`config.mk`:
```
export PLATFORM = sky130hd
export DESIGN_NAME = synth_wire_loader
export DESIGN_NICKNAME = d
export VERILOG_FILES = /design/src/rtl/swl_pkg.sv /design/src/rtl/swl_ratio_split.sv /design/src/rtl/swl_word_build.sv /design/src/rtl/swl_serial_seq.sv /design/src/rtl/synth_wire_loader.sv
export SDC_FILE = /design/constraint.sdc
export NUM_CORES = 1
export LEC_CHECK = 0
export BUFFER_PORTS_ARGS = -buffer_cell sky130_fd_sc_hd__buf_2
export CAP_MARGIN = 15
export CORE_UTILIZATION = 58
export CTS_CLUSTER_SIZE = 28
export DETAILED_ROUTE_END_ITERATION = 10
export PLACE_DENSITY = 0.89
export REMOVE_ABC_BUFFERS = 1
export SETUP_SLACK_MARGIN = 0.4
export SYNTH_ARGS = -nofsm -noshare
export SYNTH_HDL_FRONTEND = slang
export SYNTH_SLANG_ARGS = --single-unit
```
`constraint.sdc`:
```
create_clock -name clk -period 2.9 [get_ports clk]
set_input_delay 0.435 -clock clk [delete_from_list [all_inputs] [get_ports clk]]
set_output_delay 0.435 -clock clk [all_outputs]
set_load 0.005 [all_outputs]
```
`src/rtl/swl_pkg.sv`:
```
`timescale 1ns/1ps
package swl_pkg;

   localparam int WORD_W = 19;

   typedef enum logic [2:0] {
      S_IDLE,
      S_LO,
      S_HI,
      S_PRE,
      S_LE,
      S_GAP
   } seq_state_t;

   // Whole clock counts covering a minimum time, never below one.
   function automatic int ceil_cnt(input int t_ps, input int clk_ps);
      int c;
      c = (t_ps + clk_ps - 1) / clk_ps;
      return (c < 1) ? 1 : c;
   endfunction

endpackage

```
`src/rtl/swl_ratio_split.sv`:
```
`timescale 1ns/1ps
module swl_ratio_split #(
   parameter int CH_W   = 8,
   parameter int BASE_N = 34904,
   parameter bit SW     = 1'b1
) (
   input  logic [CH_W-1:0] chan,
   output logic [10:0]     n_cnt,
   output logic [6:0]      a_cnt,
   output logic            ok
);
   localparam int NRAW = $clog2(BASE_N + (1 << CH_W)) + 1;
   localparam int NW   = (NRAW < 12) ? 12 : NRAW;

   logic [NW-1:0] n_tot;
   logic [NW-1:0] n_hi;
   logic [6:0]    a_full;

   assign n_tot = NW'(BASE_N) + NW'(chan);

   generate
      if (SW) begin : g_div64
         assign n_hi   = n_tot >> 6;
         assign a_full = {1'b0, n_tot[5:0]};
      end else begin : g_div128
         assign n_hi   = n_tot >> 7;
         assign a_full = n_tot[6:0];
      end
   endgenerate

   assign ok    = (n_hi >= NW'(3)) && (n_hi <= NW'(2047)) && (NW'(a_full) < n_hi);
   assign n_cnt = n_hi[10:0];
   assign a_cnt = a_full;

endmodule

```
`src/rtl/swl_word_build.sv`:
```
`timescale 1ns/1ps
module swl_word_build #(
   parameter int REF_DIV = 1700,
   parameter bit SW      = 1'b1,
   parameter bit CP_SEL  = 1'b0,
   parameter bit LD_SEL  = 1'b0,
   parameter bit PH_SEL  = 1'b1
) (
   input  logic [10:0]                 n_cnt,
   input  logic [6:0]                  a_cnt,
   output logic [swl_pkg::WORD_W-1:0]  ref_word,
   output logic [swl_pkg::WORD_W-1:0]  cnt_word
);
   localparam logic [13:0] RDIV = 14'(REF_DIV);

   // Trailing bit picks the destination latch: 1 reference, 0 counters.
   assign ref_word = {CP_SEL, LD_SEL, PH_SEL, SW, RDIV, 1'b1};
   assign cnt_word = {n_cnt, a_cnt, 1'b0};

endmodule

```
`src/rtl/swl_serial_seq.sv`:
```
`timescale 1ns/1ps
module swl_serial_seq #(
   parameter int HALF_CYC = 4,
   parameter int EDGE_CYC = 6,
   parameter int LE_CYC   = 20,
   parameter int GAP_CYC  = 20
) (
   input  logic                        clk,
   input  logic                        rst_n,
   input  logic                        start,
   input  logic                        ok,
   input  logic [swl_pkg::WORD_W-1:0]  w_first,
   input  logic [swl_pkg::WORD_W-1:0]  w_second,
   output logic                        busy,
   output logic                        done,
   output logic                        err,
   output logic                        ser_clk,
   output logic                        ser_data,
   output logic                        ser_le
);
   import swl_pkg::*;

   localparam int M1   = (HALF_CYC > EDGE_CYC) ? HALF_CYC : EDGE_CYC;
   localparam int M2   = (LE_CYC > GAP_CYC) ? LE_CYC : GAP_CYC;
   localparam int MAXC = (M1 > M2) ? M1 : M2;
   localparam int CW   = $clog2(MAXC + 1);

   seq_state_t        state;
   logic [CW-1:0]     cnt;
   logic [CW-1:0]     lim;
   logic [4:0]        bit_i;
   logic              second;
   logic [WORD_W-1:0] shreg;
   logic [WORD_W-1:0] pend;

   always_comb begin
      case (state)
         S_LO, S_HI: lim = CW'(HALF_CYC - 1);
         S_PRE:      lim = CW'(EDGE_CYC - 1);
         S_LE:       lim = CW'(LE_CYC - 1);
         S_GAP:      lim = CW'(GAP_CYC - 1);
         default:    lim = '0;
      endcase
   end

   always_ff @(posedge clk or negedge rst_n) begin
      if (!rst_n) begin
         state  <= S_IDLE;
         cnt    <= '0;
         bit_i  <= '0;
         second <= 1'b0;
         shreg  <= '0;
         pend   <= '0;
         done   <= 1'b0;
         err    <= 1'b0;
      end else begin
         done <= 1'b0;
         err  <= 1'b0;
         if (state == S_IDLE) begin
            if (start) begin
               if (ok) begin
                  shreg  <= w_first;
                  pend   <= w_second;
                  second <= 1'b0;
                  bit_i  <= '0;
                  cnt    <= '0;
                  state  <= S_LO;
               end else begin
                  err <= 1'b1;
               end
            end
         end else if (cnt == lim) begin
            cnt <= '0;
            case (state)
               S_LO: state <= S_HI;
               S_HI: begin
                  shreg <= {shreg[WORD_W-2:0], 1'b0};
                  if (bit_i == 5'(WORD_W - 1)) begin
                     bit_i <= '0;
                     state <= S_PRE;
                  end else begin
                     bit_i <= bit_i + 5'd1;
                     state <= S_LO;
                  end
               end
               S_PRE: state <= S_LE;
               S_LE:  state <= S_GAP;
               S_GAP: begin
                  if (!second) begin
                     second <= 1'b1;
                     shreg  <= pend;
                     state  <= S_LO;
                  end else begin
                     state <= S_IDLE;
                     done  <= 1'b1;
                  end
               end
               default: state <= S_IDLE;
            endcase
         end else begin
            cnt <= cnt + CW'(1);
         end
      end
   end

   assign busy     = (state != S_IDLE);
   assign ser_clk  = (state == S_HI);
   assign ser_le   = (state == S_LE);
   assign ser_data = shreg[WORD_W-1];

endmodule

```
`src/rtl/synth_wire_loader.sv`:
```
`timescale 1ns/1ps
module synth_wire_loader #(
   parameter int CH_W      = 8,
   parameter int BASE_N    = 34904,
   parameter int REF_DIV   = 1700,
   parameter bit PRESC_SW  = 1'b1,
   parameter int CLK_PS    = 5000,
   parameter int T_DAT_PS  = 20000,
   parameter int T_EDGE_PS = 30000,
   parameter int T_LE_PS   = 100000
) (
   input  logic            clk,
   input  logic            rst_n,
   input  logic            req_valid,
   input  logic [CH_W-1:0] req_chan,
   output logic            busy,
   output logic            done,
   output logic            err,
   output logic            ser_clk,
   output logic            ser_data,
   output logic            ser_le
);
   import swl_pkg::*;

   localparam int HALF_CYC = ceil_cnt(T_DAT_PS, CLK_PS);
   localparam int EDGE_CYC = ceil_cnt(T_EDGE_PS, CLK_PS);
   localparam int LE_CYC   = ceil_cnt(T_LE_PS, CLK_PS);
   localparam int GAP_CYC  = (LE_CYC > EDGE_CYC) ? LE_CYC : EDGE_CYC;

   generate
      if (REF_DIV < 3 || REF_DIV > 16383) begin : g_bad_ref
         $error("REF_DIV out of 14-bit counter range");
      end
      if (CH_W < 1 || CH_W > 16) begin : g_bad_chw
         $error("CH_W out of range");
      end
      if (CLK_PS < 1) begin : g_bad_clk
         $error("CLK_PS must be positive");
      end
   endgenerate

   logic [10:0]       n_cnt;
   logic [6:0]        a_cnt;
   logic              ok;
   logic [WORD_W-1:0] ref_word;
   logic [WORD_W-1:0] cnt_word;

   swl_ratio_split #(.CH_W(CH_W), .BASE_N(BASE_N), .SW(PRESC_SW)) u_split (
      .chan  (req_chan),
      .n_cnt (n_cnt),
      .a_cnt (a_cnt),
      .ok    (ok)
   );

   swl_word_build #(.REF_DIV(REF_DIV), .SW(PRESC_SW)) u_build (
      .n_cnt    (n_cnt),
      .a_cnt    (a_cnt),
      .ref_word (ref_word),
      .cnt_word (cnt_word)
   );

   swl_serial_seq #(
      .HALF_CYC (HALF_CYC),
      .EDGE_CYC (EDGE_CYC),
      .LE_CYC   (LE_CYC),
      .GAP_CYC  (GAP_CYC)
   ) u_seq (
      .clk      (clk),
      .rst_n    (rst_n),
      .start    (req_valid),
      .ok       (ok),
      .w_first  (ref_word),
      .w_second (cnt_word),
      .busy     (busy),
      .done     (done),
      .err      (err),
      .ser_clk  (ser_clk),
      .ser_data (ser_data),
      .ser_le   (ser_le)
   );

endmodule

```
# After elaboration in Yosys (flattened, before gate mapping)
# Index checks and enable logic that the tools add are counted.
dict set report totals {
  ff_bits 52
  out_inout_bits 6
  wordCells 74
}
dict set report op_classes {
  n_addsub 3
  order_cmp 3
  eq_ne 10
  mux 34
  reduce_logical 16
}
# operator n
set ops {}
lappend ops {{2-to-1 mux 19 bit} 5}
lappend ops {{2-to-1 mux 5 bit} 8}
lappend ops {{case mux 19 bit (2 select lines)} 1}
lappend ops {{adder 16 x 8 -> 17 bit, first input constant} 1}
lappend ops {{case mux 3 bit (5 select lines)} 1}
lappend ops {{case mux 5 bit (3 select lines)} 1}
lappend ops {{2-to-1 mux 1 bit} 13}
lappend ops {{2-to-1 mux 3 bit} 4}
lappend ops {{greater-or-equal comparator 11 x 2 -> 1 bit, second input constant} 1}
lappend ops {{less-or-equal comparator 11 bit, second input constant} 1}
lappend ops {{< comparator 6 x 11 -> 1 bit} 1}
lappend ops {{adder 5 x 1 -> 5 bit, second input constant} 2}
lappend ops {{AND reduction 4 bit} 2}
lappend ops {{== test 3 x 2 -> 1 bit, second input constant} 2}
lappend ops {{== test 3 bit, second input constant} 2}
lappend ops {{AND reduction 3 bit} 2}
lappend ops {{nonzero test 2 bit} 3}
lappend ops {{nonzero test 3 bit} 2}
lappend ops {{== test 5 bit} 1}
lappend ops {{== test 5 bit, second input constant} 1}
lappend ops {{AND reduction 5 bit} 1}
lappend ops {{inequality test 2 bit, second input constant} 2}
lappend ops {{OR reduction 2 bit} 2}
lappend ops {{== test 3 x 1 -> 1 bit, second input constant} 1}
lappend ops {{other kinds (5)} 6}

# Logic depth before layout (Yosys ltp)
# Gate-level depths: netlist (run 1).
dict set report depth {
  ltp_word 7
  ltp_mapped 8
}

# Modules after synthesis
# A second synthesis (run 1) with hierarchy kept.
dict set report unflattened {
  cells_unflattened 351
  area_unflattened_um2 3355.7
}
# mod n_inst cells_each area_each_um2
set modules_own_cells {}
lappend modules_own_cells {swl_serial_seq 1 285 2879.0}
lappend modules_own_cells {swl_word_build 1 40 292.8}
lappend modules_own_cells {swl_ratio_split 1 26 183.9}

# Worst setup path before layout (run 1)
# OpenSTA, ideal clock, no wires.
dict set report synth_timing {
  path_type {register -> register}
  start {register u_seq.state[1]}
  end {register u_seq.shreg[5]}
  arrival_time_ns 2.109
  required_ns 2.775
  slack_ns 0.666
  path_stages_with_launch 9
  path_buffers 1
  synth_period_minus_slack_ns 2.234
  path_cell_list {dfrtp_1 > inv_1 > ha_1 > nand2b_1 > mux2i_1 > a2111oi_4 > a31oi_4 > buf_6 > mux2_4}
}
dict set report synth_via {
  elab_chain_cells 6
  word_cells_on_any_way 19
}
# element line_no
set synth_lines {}
lappend synth_lines {{start, declared} swl_serial_seq.sv:28} ;# seq_state_t state;
lappend synth_lines {{start signal, assigned} swl_serial_seq.sv:48} ;# state <= S_IDLE;
lappend synth_lines {{start signal, assigned} swl_serial_seq.sv:67} ;# state <= S_LO;
lappend synth_lines {{start signal, assigned} swl_serial_seq.sv:75} ;# S_LO: state <= S_HI;
lappend synth_lines {{== test 3 bit, or another cell as far along} swl_serial_seq.sv:37} ;# case (state)
lappend synth_lines {{OR reduction 2 bit, on equally long branches} -}
lappend synth_lines {{case mux 5 bit (3 select lines)} swl_serial_seq.sv:37}
lappend synth_lines {{== test 5 bit} swl_serial_seq.sv:72} ;# end else if (cnt == lim) begin
lappend synth_lines {{nonzero test 2 bit (no line)} -}
lappend synth_lines {{AND reduction 5 bit (no line)} -}
lappend synth_lines {{end signal, assigned} swl_serial_seq.sv:62} ;# shreg <= w_first;
lappend synth_lines {{end signal, assigned} swl_serial_seq.sv:77} ;# shreg <= {shreg[WORD_W-2:0], 1'b0};
lappend synth_lines {{end signal, assigned} swl_serial_seq.sv:91} ;# shreg <= pend;
lappend synth_lines {{end, declared} swl_serial_seq.sv:33} ;# logic [WORD_W-1:0] shreg;
# Parallel ways exist; a longest one is shown, timed or not. The select of a mux whose other input is x is not followed.
# A chain may end at the register's enable or synchronous reset.

# Worst setup path after layout (run 1)
dict set report layout_timing {
  start {register u_seq.state[2]}
  end {register u_seq.shreg[9]}
}
# Same word-level chain as after synthesis.

==> results of run 1 <==
==> report_power, final <==
| group | switching (W) | internal, W |
|---|---|---|
| combinational | 0.0000197 | 0.00000908 |
| sequential | 0 | 0.000613 |
| clock | 0.000196 | 0.000194 |
| total | 0.000215 | 0.000816 |
==> through the flow <==
| step | power [W] | utilization | cell area [sq um] |
|---|---|---|---|
| after floorplan | 0.000633 | - | 2360 |
| after global placement | 0.000654 | 0.635 | 2560 |
| after detailed placement | 0.000655 | 0.635 | 2560 |
| after CTS | 0.00105 | 0.658 | 2650 |
| after global routing | 0.00107 | 0.659 | 2660 |
| final | 0.00103 | 0.659 | 2660 |
==> synth_stat cells, types with 2 or more instances <==
cell type                    n
sky130_fd_sc_hd__xnor2_1     2
sky130_fd_sc_hd__mux2i_1     2
sky130_fd_sc_hd__buf_2       6
sky130_fd_sc_hd__and3_1      3
sky130_fd_sc_hd__nor2_1     13
sky130_fd_sc_hd__dfrtp_1    44
sky130_fd_sc_hd__a31oi_1     7
sky130_fd_sc_hd__nand3_1     9
sky130_fd_sc_hd__o21ai_0    17
sky130_fd_sc_hd__a32oi_1     6
sky130_fd_sc_hd__nor2b_1     2
sky130_fd_sc_hd__mux2_4      3
sky130_fd_sc_hd__buf_4       3
sky130_fd_sc_hd__xor2_1      3
sky130_fd_sc_hd__nand2_1    38
sky130_fd_sc_hd__clkbuf_1    4
sky130_fd_sc_hd__inv_1      13
sky130_fd_sc_hd__or2_2       2
sky130_fd_sc_hd__o2bb2ai_1   3
sky130_fd_sc_hd__a22o_1      5
sky130_fd_sc_hd__ha_1        6
sky130_fd_sc_hd__nand2b_1    5
sky130_fd_sc_hd__a21oi_1    10
sky130_fd_sc_hd__nor4_1      2
sky130_fd_sc_hd__mux2_2      8
sky130_fd_sc_hd__nor3_1      6
sky130_fd_sc_hd__o22ai_1     4
sky130_fd_sc_hd__o31ai_1     2
==> logic make-up after synthesis <==
family / count (synthesis) / share of synthesized area
muxes: 13 / 0.0636
and+or+nand+nor: 91 / 0.182
DFF: 44 / 0.451
xor gates and xnor gates: 5 / 0.0179
adders and majority gates: 6 / 0.0308
other: 1 / 0.00154
AOI/OAI and AO/OA: 66 / 0.199
buffers and inverters: 28 / 0.0538
==> state kept, by name, summed over array words and instances, names as in the netlist <==
name	cells
u_seq.bit_i	5
u_seq.shreg	19
u_seq.pend	10
u_seq.second	1
u_seq.state	3
u_seq.cnt	5
u_seq.done	1
==> final cells by class <==
type / instances / area (sq um)
flip-flops and latches: 44 / 1100
clock buffers: 8 / 90.1
multi-input cells: 182 / 1210
well taps: 50 / 62.6
inverters: 14 / 52.6
repair buffers: 23 / 135
fillers: 329 / 1370
==> worst max-delay path: stages, from the launching register on <==
cell                       delay [ns]
sky130_fd_sc_hd__dfrtp_1         0.51
sky130_fd_sc_hd__ha_2            0.33
sky130_fd_sc_hd__nor3b_1         0.07
sky130_fd_sc_hd__nor3_1          0.24
sky130_fd_sc_hd__o221ai_2        0.16
sky130_fd_sc_hd__a31oi_4         0.53
sky130_fd_sc_hd__mux2_2          0.40
==> worst paths after layout <==
check | startpoint | endpoint | depth (start not counted)
worst min register to register | u_seq.pend[13]$_DFFE_PN0P_ | u_seq.pend[13]$_DFFE_PN0P_ | 1
worst max-delay path | u_seq.state[2]$_DFFE_PN0P_ | u_seq.shreg[9]$_DFFE_PN0P_ | 6
worst min-delay path | rst_n | u_seq.cnt[4]$_DFFE_PN0P_ | 1
max in group asynchronous | rst_n | u_seq.state[1]$_DFFE_PN0P_ | 1
worst max register to register | u_seq.state[2]$_DFFE_PN0P_ | u_seq.shreg[9]$_DFFE_PN0P_ | 6
min in group clk | req_chan[2] | u_seq.pend[3]$_DFFE_PN0P_ | 3
==> routing by layer <==
layer / up-vias / share of wire / routed length, um / track usage
li1: 940 / - / - / -
met1: 933 / 0.47 / 2400 / 0.336
met2: 49 / 0.47 / 2380 / 0.410
met3: 7 / 0.035 / 179 / 0.0582
met4: 0 / 0.018 / 91 / 0.128
met5: - / 0 / 0 / 0
==> summary.md, run 1 <==
The total of hold buffers inserted after clock tree synthesis is 0. The count of nets left with antenna violations once routing finished came out at 0. Summed over all instances, the cell type with the most area after synthesis is sky130_fd_sc_hd__dfrtp_1.

For the cell count after placement, the log shows 313. By area the synthesized netlist is led by sky130_fd_sc_hd__dfrtp_1 45%, sky130_fd_sc_hd__nand2_1 5.8%, sky130_fd_sc_hd__mux2_2 3.7%. The initialized floorplan defines 23 standard-cell rows.

The via count of the first global-routing pass is 1,821. The core region is 4030 sq um. The synthesized design contains 44 register bits. The final setup skew came out at 0.00814 ns. The die covers 4470 sq um. The number of flops mapped to enable cells by yosys is 0. During I/O placement, the number of pins put on the boundary was 17. The logs give 0.260 for the total global routing track utilization and 254 for the cell count after synthesis.

The share of Yosys cell area claimed by the top area cell type came out at 0.451. Effective utilization at floorplan: 0.606. At the worst endpoint, the arrival time is 2.54 ns.

The tools report the overall overflow remaining after global route as 0. The worst-case IR drop observed on VDD is 306 uV. The static leakage power came out at 1.28 nW. The flow ran to the end, and the final reports show no timing, DRC or antenna violations. Highest attainable clock frequency: 0.423 GHz. At the end of routability-driven placement, the weighted congestion stood at 0.861. For the worst-skew pair, the clock arrives at the later sink with an insertion delay of 0.30 ns. The required time of the worst setup path is 3.08 ns, and the final critical delay including setup and external delays is 2.36 ns. The count of unique library cells instantiated by Yosys is 54, and the post-synthesis average cell area is 9.61 sq um. The run gives 0 as the number of gates given a new drive strength after cts.

Timing analysis after detailed placement gives a worst setup slack of 0.469 ns. The tools report the total setup violations reported at the end of the flow as 0. Clock-pin slew was measured on the worst setup and hold paths at 0.08 ns. In the routed layout, each cell is associated on average with a via count of 6.01. Across all hold checks on the routed design, the worst slack comes to 0.269 ns. At the pin with the least slew margin, the transition time is 0.941 ns.

For this run, the post-layout net count is 287. The library cell used most frequently in the layout, excluding fill and tap cells, is sky130_fd_sc_hd__dfrtp_1. The floorplan step set the die height to 66.9 um.

The combined area of all synthesized cells came out at 2440 sq um. The slack of the critical path was 0.538 ns. Number of buffers inserted by post-CTS setup repair: 0. In the final routed layout, each cell accounts on average for 15.7 um. The tools report the final total negative setup slack as 0 ns. The area added between synthesis and finish came out at 8.76%. The tree is rooted in a sky130_fd_sc_hd__clkbuf_8. The worst min-delay path category was in2async. For the first-pass iteration count of the detailed router, the log shows 4. TritonCTS built the clock tree.

The tools report the number of vias in the routed layout as 1,929. The first global-routing pass estimated 8.39 mm of wire. The critical path is of the reg2reg type.

In this run the worst path has a maximum fanout of 18. CTS saw 44 sinks. For the portion of the post-synthesis area used by sequential elements, the log shows 0.451. In this run the deepest clock path goes through 2 buffers.

The horizontal extent of the die works out to 66.9 um. The number of remaining DRC errors was 0; the final critical-path share of the clock period was 0.814. Setup repair after global routing left no endpoint under its margin. In this run the power density over the cells is 389 nW/um^2. The most used flip-flop cell after synthesis is sky130_fd_sc_hd__dfrtp_1. The tools report the total count of max-transition violations in the final report as 0.

The maximum number of pins on one net before global-route repair is 45, and the count of port buffers added during placement is 15. In the layout the commonest cells are 44 x sky130_fd_sc_hd__dfrtp_1, 38 x sky130_fd_sc_hd__nand2_1, 17 x sky130_fd_sc_hd__o21ai_0, 15 x sky130_fd_sc_hd__buf_2. The Yosys step of the flow raised 0 warnings. For the number of buffers added by the clock tree synthesis step, the log shows 5.

After the first detailed-routing iteration, the DRC count stood at 101. The worst-case register-to-register setup slack was 0.54 ns. Leaving out filler cells and counting taps, the final layout contains 321.

The fraction of registers with async set/reset came out at 1.00. The placed wire-length estimate was 3.55 mm. The final hold violation count was 0. The ratio of cells with drive above 1 in the final layout works out to 0.185. The number of antenna diodes in the final layout is 0.

The H-tree was split into 2 levels. The post-detailed-routing wire length is 5.05 mm, and the worst slew margin relative to its limit is 0.373. The worst setup path is launched from a flip-flop. The initial antenna violation count is 0. STA classifies the critical path endpoint as a flip-flop. The run gives 0 as the number of violations of the max-capacitance limit.
Power figures use the tool's default switching activity.
==> run 2: changes to the inputs <==
==> constraint.sdc (replaced) <==
create_clock -name clk -period 2.3 [get_ports clk]
set_input_delay 0.345 -clock clk [delete_from_list [all_inputs] [get_ports clk]]
set_output_delay 0.345 -clock clk [all_outputs]
set_load 0.005 [all_outputs]
==> summary.md, run 2 (synthesis results as in run 1) <==
The run finished with clean final reports. The worst-case register-to-register setup slack is 0.18 ns (-0.36 ns), and the peak supply drop is 473 uV (+55%). The final critical delay including setup and external delays is 2.12 ns (-0.237 ns). u_seq.shreg holds more flip-flops than any other register. The placed wire-length estimate is 3.63 mm (+2.3%), and the static leakage power is 1.43 nW (+12%). For the level count of the clock H-tree, the log shows 2 (unchanged). The tools report the clock sink count as 44 (unchanged). Fraction of power spent switching nets: 0.232 (+0.0237). Total count of max-transition violations in the final report: 0 (unchanged). For the die area, the log shows 4470 sq um (unchanged). The per-cell routed wire length is 19.4 um (+23%). The tools report the final hold violation count as 0 (unchanged).

The cell-internal power is 0.000991 W (+21%). The number of violations of the max-capacitance limit came out at 0 (unchanged). The tools report the maximum number of pins on one net before global-route repair as 45 (unchanged). The run gives 0.606 (unchanged) as the effective utilization at floorplan.

The via count of the first global-routing pass is 2,082 (+14%), and the top-level I/O count is 17 (unchanged). The critical path goes through ha_4 -> xor2_1 -> a2111oi_4 -> buf_4 -> a31oi_4 -> buf_12 -> mux2_4. The post-layout instance area was 3020 sq um (+14%); the number of vias in the routed layout was 2,208 (+14%).

The library cell used most frequently in the layout, excluding fill and tap cells, is sky130_fd_sc_hd__dfrtp_1. The row count is 23 (unchanged), and the reported net switching power is 0.000300 W (+39%). The deepest clock path buffer count was 2 (unchanged); the final RePlAce weighted congestion was 0.917 (+6.6%).

The count of buffering cells on the critical path with inverters included is 2 (+2), and the highest net fanout along the worst path is 14 (-4). The count of port buffers added during placement was 15 (unchanged); the part of the power in combinational logic was 0.029 (about the same). The first-pass iteration count of the detailed router was 5 (+1); the vias per cell was 6.49 (+8.1%). The cell family contributing the most delay on the critical path is flip-flops. TritonCTS built the clock tree. The area added between synthesis and finish works out to 23.6%.

The logs give 0.0154 ns (+0.00726 ns) for the final setup skew and 0 (unchanged) for the number of remaining DRC errors. The run gives 198 (+96%) as the detailed router's first-iteration violation count. In this run the worst hold path is classified as in2async.

The tools report the library cell used as clock root buffer as sky130_fd_sc_hd__clkbuf_8. The total power is 0.00129 W (+25%), and the global-route wire length before repair is 9.65 mm (+15%). The die height was 66.9 um (unchanged). Overall overflow remaining after global route: 0 (unchanged).

Area inside the core boundary: 4030 sq um (unchanged). The cell with the largest stage delay on the worst path is sky130_fd_sc_hd__dfrtp_2. The remaining number of nets flagged by the antenna check after routing is 0 (unchanged). Leaving out fill and tap cells, the most frequent cells in the layout are 41 x sky130_fd_sc_hd__dfrtp_1, 37 x sky130_fd_sc_hd__nand2_1, 19 x sky130_fd_sc_hd__buf_4, 15 x sky130_fd_sc_hd__o21ai_0, 15 x sky130_fd_sc_hd__buf_2. The largest registers in the layout are u_seq.shreg: 19 flops, u_seq.pend: 10 flops. The final standard cell utilization of the core is 0.749 (+0.0898), and the worst slew margin relative to its limit is 0.595 (+0.222). The setup path with the least slack is of type reg2reg.

STA classifies the critical path endpoint as a flip-flop. The number of buffers added by the clock tree synthesis step is 5 (unchanged). The slew at the pin closest to its max-slew limit works out to 0.605 ns (-0.335 ns).

The launching element type of the critical path is a flip-flop. The run gives 0 (unchanged) as the total of hold buffers inserted after clock tree synthesis. For the total global routing track utilization, the log shows 0.300 (+0.0401). The initial antenna violation count is 0 (unchanged), and the diode insertion count for antenna repair is 0 (unchanged). The horizontal extent of the die is 66.9 um (unchanged). The sequential group share of total power was 0.598 (+0.004); the ratio of cells with drive above 1 in the final layout was 0.334 (+0.150).

The power density of the placed cells came out at 428 nW/um^2 (+10%). The logs give 307 (+7.0%) for the number of nets in the layout and 2.32 ns (-0.22 ns) for the critical path arrival. The post-detailed-placement cell area is 2610 sq um (+1.8%), and the number of standard cells in the layout, taps in and fillers out is 340 (+5.9%). The required time of the worst setup path came out at 2.49 ns (-0.59 ns).

The highest attainable clock frequency is 0.471 GHz (+11%), and the clock transition time at the flip-flop clock pins of the worst setup and hold paths is 0.09 ns (about the same). The run gives 6.58 mm (+30%) as the post-detailed-routing wire length. Cell count after placement: 319 (+1.9%). The total setup violations reported at the end of the flow is 0 (unchanged). Final critical-path share of the clock period: 0.924 (+0.109).

The flip-flop count of the largest register, all copies and words added works out to 19 (unchanged). The tools report the source-to-sink clock delay at the later pin of the worst-skew pair as 0.31 ns (about the same). The clock group share of total power is 0.372 (-0.006), and the biggest cell delay along the critical path is 0.49 ns (-0.04 ns). Setup repair after global routing could not meet its margin everywhere.
-- run 2: cell count changes in the layout (fill, tap and decap cells not counted), moves of 3 or more --
cell                      delta
sky130_fd_sc_hd__buf_4      +11
sky130_fd_sc_hd__buf_6       +8
sky130_fd_sc_hd__dfrtp_1     -3
sky130_fd_sc_hd__dfrtp_2     +3
-- run 2: per-layer routing --
layer / GRT usage / part of all wire / wire length (um)
met3: 0.0839 / 0.069 / 456
met2: 0.485 / 0.48 / 3190
met5: 0 / 0 / 0
met4: 0.173 / 0.050 / 329
met1: 0.357 / 0.40 / 2610
-- run 2: power groups by stage --
stage / Combinational [W] / Clock [W] / Sequential (W)
after floorplan: 0.00000964 / 0 / 0.000788
after global placement: 0.0000374 / 0 / 0.000788
after detailed placement: 0.0000387 / 0 / 0.000788
after CTS: 0.0000390 / 0.000479 / 0.000773
after global routing: 0.0000443 / 0.000515 / 0.000773
final: 0.0000378 / 0.000481 / 0.000773
-- run 2: worst paths after layout --
| path | start | endpoint | cells after the start |
|---|---|---|---|
| worst max-delay path | u_seq.state[2]$_DFFE_PN0P_ | u_seq.shreg[8]$_DFFE_PN0P_ | 7 |
| worst min-delay path | rst_n | u_seq.cnt[4]$_DFFE_PN0P_ | 2 |
| worst max register to register | u_seq.state[2]$_DFFE_PN0P_ | u_seq.shreg[8]$_DFFE_PN0P_ | 7 |
| worst min register to register | u_seq.pend[10]$_DFFE_PN0P_ | u_seq.pend[10]$_DFFE_PN0P_ | 2 |
| max in group asynchronous | rst_n | u_seq.state[2]$_DFFE_PN0P_ | 2 |
| min in group clk | req_chan[0] | u_seq.pend[1]$_DFFE_PN0P_ | 3 |
-- run 2: metrics by stage --
step / hold slack (ns) / setup TNS [ns] / setup WS [ns]
2_1_floorplan: 0.0494 / -4.37 / -0.265
3_5_place_dp: 0.454 / -0.973 / -0.0868
6_report: 0.0974 / 0 / 0.175
5_1_grt: 0.151 / 0 / 0.151
4_1_cts: 0.128 / 0 / 0.237
3_3_place_gp: 0.448 / 0 / 0.0302
-- run 2: area by class of cell --
type	instances	area, sq um
Clock buffer	5	68.8
Sequential cell	44	1100
Multi-Input combinational cell	182	1390
Tap cell	50	62.6
Inverter	14	53.8
Timing Repair Buffer	43	328
Clock inverter	2	12.5
Fill cell	273	1010
-- run 2: repair_timing --
item / in CTS / in global routing
gates cloned: 1 / 0
endpoints found under the setup margin: 39 / 35
setup buffers: 9 / 4
pin swaps: 8 / 5
resized for setup: 29 / 21
-- run 2: worst reg2reg max path, stage by stage, from the launching register on --
cell and delay (ns):
sky130_fd_sc_hd__dfrtp_2 0.49, sky130_fd_sc_hd__ha_4 0.19, sky130_fd_sc_hd__xor2_1 0.18, sky130_fd_sc_hd__a2111oi_4 0.40, sky130_fd_sc_hd__buf_4 0.20, sky130_fd_sc_hd__a31oi_4 0.09, sky130_fd_sc_hd__buf_12 0.17, sky130_fd_sc_hd__mux2_4 0.30
==> run 3: changes to the inputs <==
--- a/config.mk
+++ b/config.mk
@@ -10,9 +10,10 @@
 export CORE_UTILIZATION = 58
 export CTS_CLUSTER_SIZE = 28
 export DETAILED_ROUTE_END_ITERATION = 10
-export PLACE_DENSITY = 0.89
+export PLACE_DENSITY = 0.88
 export REMOVE_ABC_BUFFERS = 1
 export SETUP_SLACK_MARGIN = 0.4
 export SYNTH_ARGS = -nofsm -noshare
 export SYNTH_HDL_FRONTEND = slang
+export SYNTH_HIERARCHICAL = 1
 export SYNTH_SLANG_ARGS = --single-unit
==> summary.md, run 3 <==
The run gives 9.26 mm (+41%) as the post-detailed-routing wire length. The area inside the core boundary came out at 5540 sq um (+38%). The run gives 381 (+24%) as the number of nets in the layout. STA classifies the critical path endpoint as a flip-flop.

The top-level I/O count was 17 (unchanged); the total power was 0.00601 W (+370%). The highest net fanout along the worst path came out at 19 (+5). The combined area of all synthesized cells is 3360 sq um (+37%). The critical path arrival came out at 2.42 ns (+0.10 ns). In the layout the commonest cells are 50 x sky130_fd_sc_hd__dfrtp_1, 47 x sky130_fd_sc_hd__nand2_1, 37 x sky130_fd_sc_hd__mux2_2, 30 x sky130_fd_sc_hd__conb_1, 24 x sky130_fd_sc_hd__nor2_1. Slew at the pin closest to its max-slew limit: 0.524 ns (-0.0816 ns). The worst min-delay path category is in2async. The deepest clock path buffer count was 2 (unchanged). The level count of the clock H-tree is 2 (unchanged), and the flip-flop and latch count after synthesis is 54 (+23%). The post-layout instance area is 3890 sq um (+29%).

The worst setup path is launched from a flip-flop. The synthesized design spends more area on one cell type than any other, namely sky130_fd_sc_hd__dfrtp_1. The via count of the first global-routing pass was 2,485 (+19%). Library cell used as clock root buffer: sky130_fd_sc_hd__clkbuf_8. The tools report the cell count after synthesis as 351 (+38%). The vias per cell was 6.37 (-1.9%).

The number of flops mapped to enable cells by yosys is 0 (unchanged). For the post-placement setup slack, the log shows 0.0989 ns (+0.186 ns). sky130_fd_sc_hd__dfrtp_1 is the most common cell in the netlist. For the portion of the post-synthesis area used by sequential elements, the log shows 0.403 (-0.0484).

The ratio of cells with drive above 1 in the final layout is 0.376 (+0.0415). The worst register-to-register path ends at u_seq/shreg[0]$_DFFE_PN0P_. The logs give 0.450 GHz (-4.4%) for the highest attainable clock frequency and 0 (unchanged) for the number of violations of the max-capacitance limit. The clock transition time at the flip-flop clock pins of the worst setup and hold paths was 0.11 ns (+0.02 ns); the source-to-sink clock delay at the later pin of the worst-skew pair was 0.32 ns (about the same). The logs give 5 (unchanged) for the number of buffers added by the clock tree synthesis step and 0 (unchanged) for the diode insertion count for antenna repair. Overall overflow remaining after global route: 0 (unchanged).

The clock sink count was 54 (+23%); the post-detailed-placement cell area was 3300 sq um (+27%). The final critical-path share of the clock period was 0.966 (+0.0427). The horizontal extent of the die is 78.1 um (+17%). Total of fill cells in the finished design: 359 (+32%). The run gives 55 (+1.9%) as the count of unique library cells instantiated by Yosys.

The total global routing track utilization was 0.256 (-0.0440); the maximum number of pins on one net before global-route repair was 55 (+22%). The checks that failed: negative hold slack. The depth of the worst register-to-register path was 6 (-1); the detailed router's first-iteration violation count was 385 (+94%). Initial antenna violation count: 0 (unchanged).

The worst-case register-to-register setup slack was 0.08 ns (-0.10 ns); the worst slew margin relative to its limit was 0.649 (+0.0538). The number of vias in the routed layout came out at 2,796 (+27%). The flow ran to the end, but the final reports show violations.

The fraction of registers with async set/reset came out at 1.00 (unchanged). The worst register-to-register path begins at u_seq/state[0]$_DFFE_PN0P_. Effective utilization at floorplan: 0.606 (about the same).

The required time of the worst setup path was 2.49 ns (about the same). The area added between synthesis and finish was 15.9%; the fraction of power spent switching nets was 0.430 (+0.198). The primary flip-flop cell chosen by synthesis mapping is sky130_fd_sc_hd__dfrtp_1. The peak supply drop was 607 uV (+28%); the sequential group share of total power was 0.300 (-0.298). Final RePlAce weighted congestion: 0.889 (-3.0%). The static leakage power was 1.71 nW (+19%). The final hold violation count is 5 (+5). The logs give 0.0771 ns (-0.0982 ns) for the slack of the critical path and -0.0104 ns (-0.108 ns) for the worst hold slack. The commonest cells after synthesis are 54 x sky130_fd_sc_hd__dfrtp_1, 51 x sky130_fd_sc_hd__buf_4, 48 x sky130_fd_sc_hd__nand2_1.

TritonCTS built the clock tree. The first-pass iteration count of the detailed router came out at 5 (unchanged). The count of port buffers added during placement came out at 16 (+1). The setup path with the least slack is of type reg2reg.

The tools report the placed wire-length estimate as 4.15 mm (+14%). By area the synthesized netlist is led by sky130_fd_sc_hd__dfrtp_1 40%, sky130_fd_sc_hd__mux2_2 12%, sky130_fd_sc_hd__buf_4 11%. Global-route wire length before repair: 12.0 mm (+25%). The tools report the row count as 27 (+17%). Setup repair after global routing could not meet its margin everywhere.

The final setup skew is 0.0133 ns (-0.00207 ns), and the remaining number of nets flagged by the antenna check after routing is 0 (unchanged). The share of Yosys cell area claimed by the top area cell type is 0.403 (-0.0484). The number of remaining DRC errors was 0 (unchanged); the post-synthesis average cell area was 9.56 sq um (-0.52%).

Die area: 6090 sq um (+36%). The final critical delay including setup and external delays is 2.22 ns (+0.0982 ns). Reported net switching power: 0.00259 W (+760%).

The most common library cell in the layout ignoring fill and taps is sky130_fd_sc_hd__dfrtp_1. The total of hold buffers inserted after clock tree synthesis was 0 (unchanged); the clock group share of total power was 0.109 (-0.263). The tools report the part of the power in combinational logic as 0.591 (+0.562). The Yosys warning count is 6 (+6), and the per-cell routed wire length is 21.1 um (+8.9%). The power density of the placed cells was 1550 nW/um^2 (+260%). The die height was 78.1 um (+17%); the total count of max-transition violations in the final report was 0 (unchanged). The run gives 0 (unchanged) as the total setup violations reported at the end of the flow. The largest registers in the layout are u_seq/pend: 19 flops, u_seq/shreg: 19 flops. The tools report the cell-internal power as 0.00343 W (+250%).
[run 3: changes by cell type after synthesis, sizes merged, moves of 6 or more]
cell / change
buf: +50
dfrtp: +10
mux2: +27
nor2: +11
clkbuf: +7
o21ai: -11
a21oi: -6
nand2: +10
a31oi: +12
[run 3: critical path, stage by stage, from the launching register on]
cell,delay (ns)
sky130_fd_sc_hd__dfrtp_2,0.43
sky130_fd_sc_hd__or4_4,0.55
sky130_fd_sc_hd__o22ai_4,0.25
sky130_fd_sc_hd__o41ai_2,0.16
sky130_fd_sc_hd__a21oi_4,0.15
sky130_fd_sc_hd__buf_12,0.18
sky130_fd_sc_hd__mux2_2,0.37
[run 3: metrics by stage]
step	TNS, ns	utilization	cells	hold slack (ns)
after floorplan	-11.24	-	306	0.0494
after global placement	0	0.596	409	0.359
after detailed placement	0	0.596	409	0.368
after CTS	0	0.655	425	0.0228
after global routing	0	0.702	439	0.0124
final	0	0.702	439	-0.0104
[run 3: layout make-up]
| cell class | instances | area [sq um] | share of cell area |
|---|---|---|---|
| clock inverters | 2 | 37.5 | 0.00965 |
| repair buffers | 53 | 479 | 0.123 |
| inverters | 11 | 41.3 | 0.0106 |
| well taps | 72 | 90.1 | 0.0232 |
| multi-input cells | 241 | 1810 | 0.466 |
| flip-flops and latches | 54 | 1360 | 0.349 |
| clock buffers | 6 | 72.6 | 0.0187 |
[run 3: kinds of logic (layout without fill, tap and decap cells)]
kind of cell | Yosys count | after routing | share of synthesized area
fa+ha+maj | 4 | 4 | 0.0149
other cells | 4 | 30 | 0.00447
simple gates | 103 | 103 | 0.142
flops | 54 | 54 | 0.403
compound gates | 59 | 59 | 0.137
xor+xnor | 7 | 7 | 0.0183
buf+inv | 82 | 72 | 0.153
mux | 38 | 38 | 0.128
[run 3: per-layer routing]
| metal | share of wire | global-route usage |
|---|---|---|
| met3 | 0.083 | 0.0547 |
| met4 | 0.066 | 0.135 |
| met2 | 0.47 | 0.422 |
| met5 | 0 | 0 |
| met1 | 0.38 | 0.317 |
[run 3: power by group through the flow]
stage | clock network (W) | logic, W | registers (W)
4_1_cts | 0.000654 | 0.00284 | 0.00174
5_1_grt | 0.000713 | 0.00372 | 0.00184
3_3_place_gp | 0 | 0.00226 | 0.00172
6_report | 0.000656 | 0.00356 | 0.00180
2_1_floorplan | 0 | 0.00164 | 0.00173
3_5_place_dp | 0 | 0.00239 | 0.00176
[run 3: worst max path at each step]
| stage | from | end | slack (ns) | depth (start not counted) |
|---|---|---|---|---|
| floorplan | u_seq/state[0]$_DFFE_PN0P_ | u_seq/pend[0]$_DFFE_PN0P_ | -0.42 | 4 |
| global placement | u_seq/state[2]$_DFFE_PN0P_ | u_seq/shreg[0]$_DFFE_PN0P_ | 0.16 | 6 |
| detailed placement | u_seq/state[2]$_DFFE_PN0P_ | u_seq/shreg[0]$_DFFE_PN0P_ | 0.1 | 6 |
| CTS | u_seq/state[0]$_DFFE_PN0P_ | u_seq/shreg[0]$_DFFE_PN0P_ | 0.17 | 6 |
| global route | u_seq/state[0]$_DFFE_PN0P_ | u_seq/state[0]$_DFFE_PN0P_ | 0.04 | 7 |
| finish | u_seq/state[0]$_DFFE_PN0P_ | u_seq/shreg[0]$_DFFE_PN0P_ | 0.08 | 6 |
[run 3: timing repair]
item / CTS / global route
resized for setup: 35 / 28
endpoints found under the setup margin: 55 / 53
hold endpoints to repair: 0 / 0
cloned: 0 / 3
setup buffers: 8 / 11
pin swaps: 11 / 16
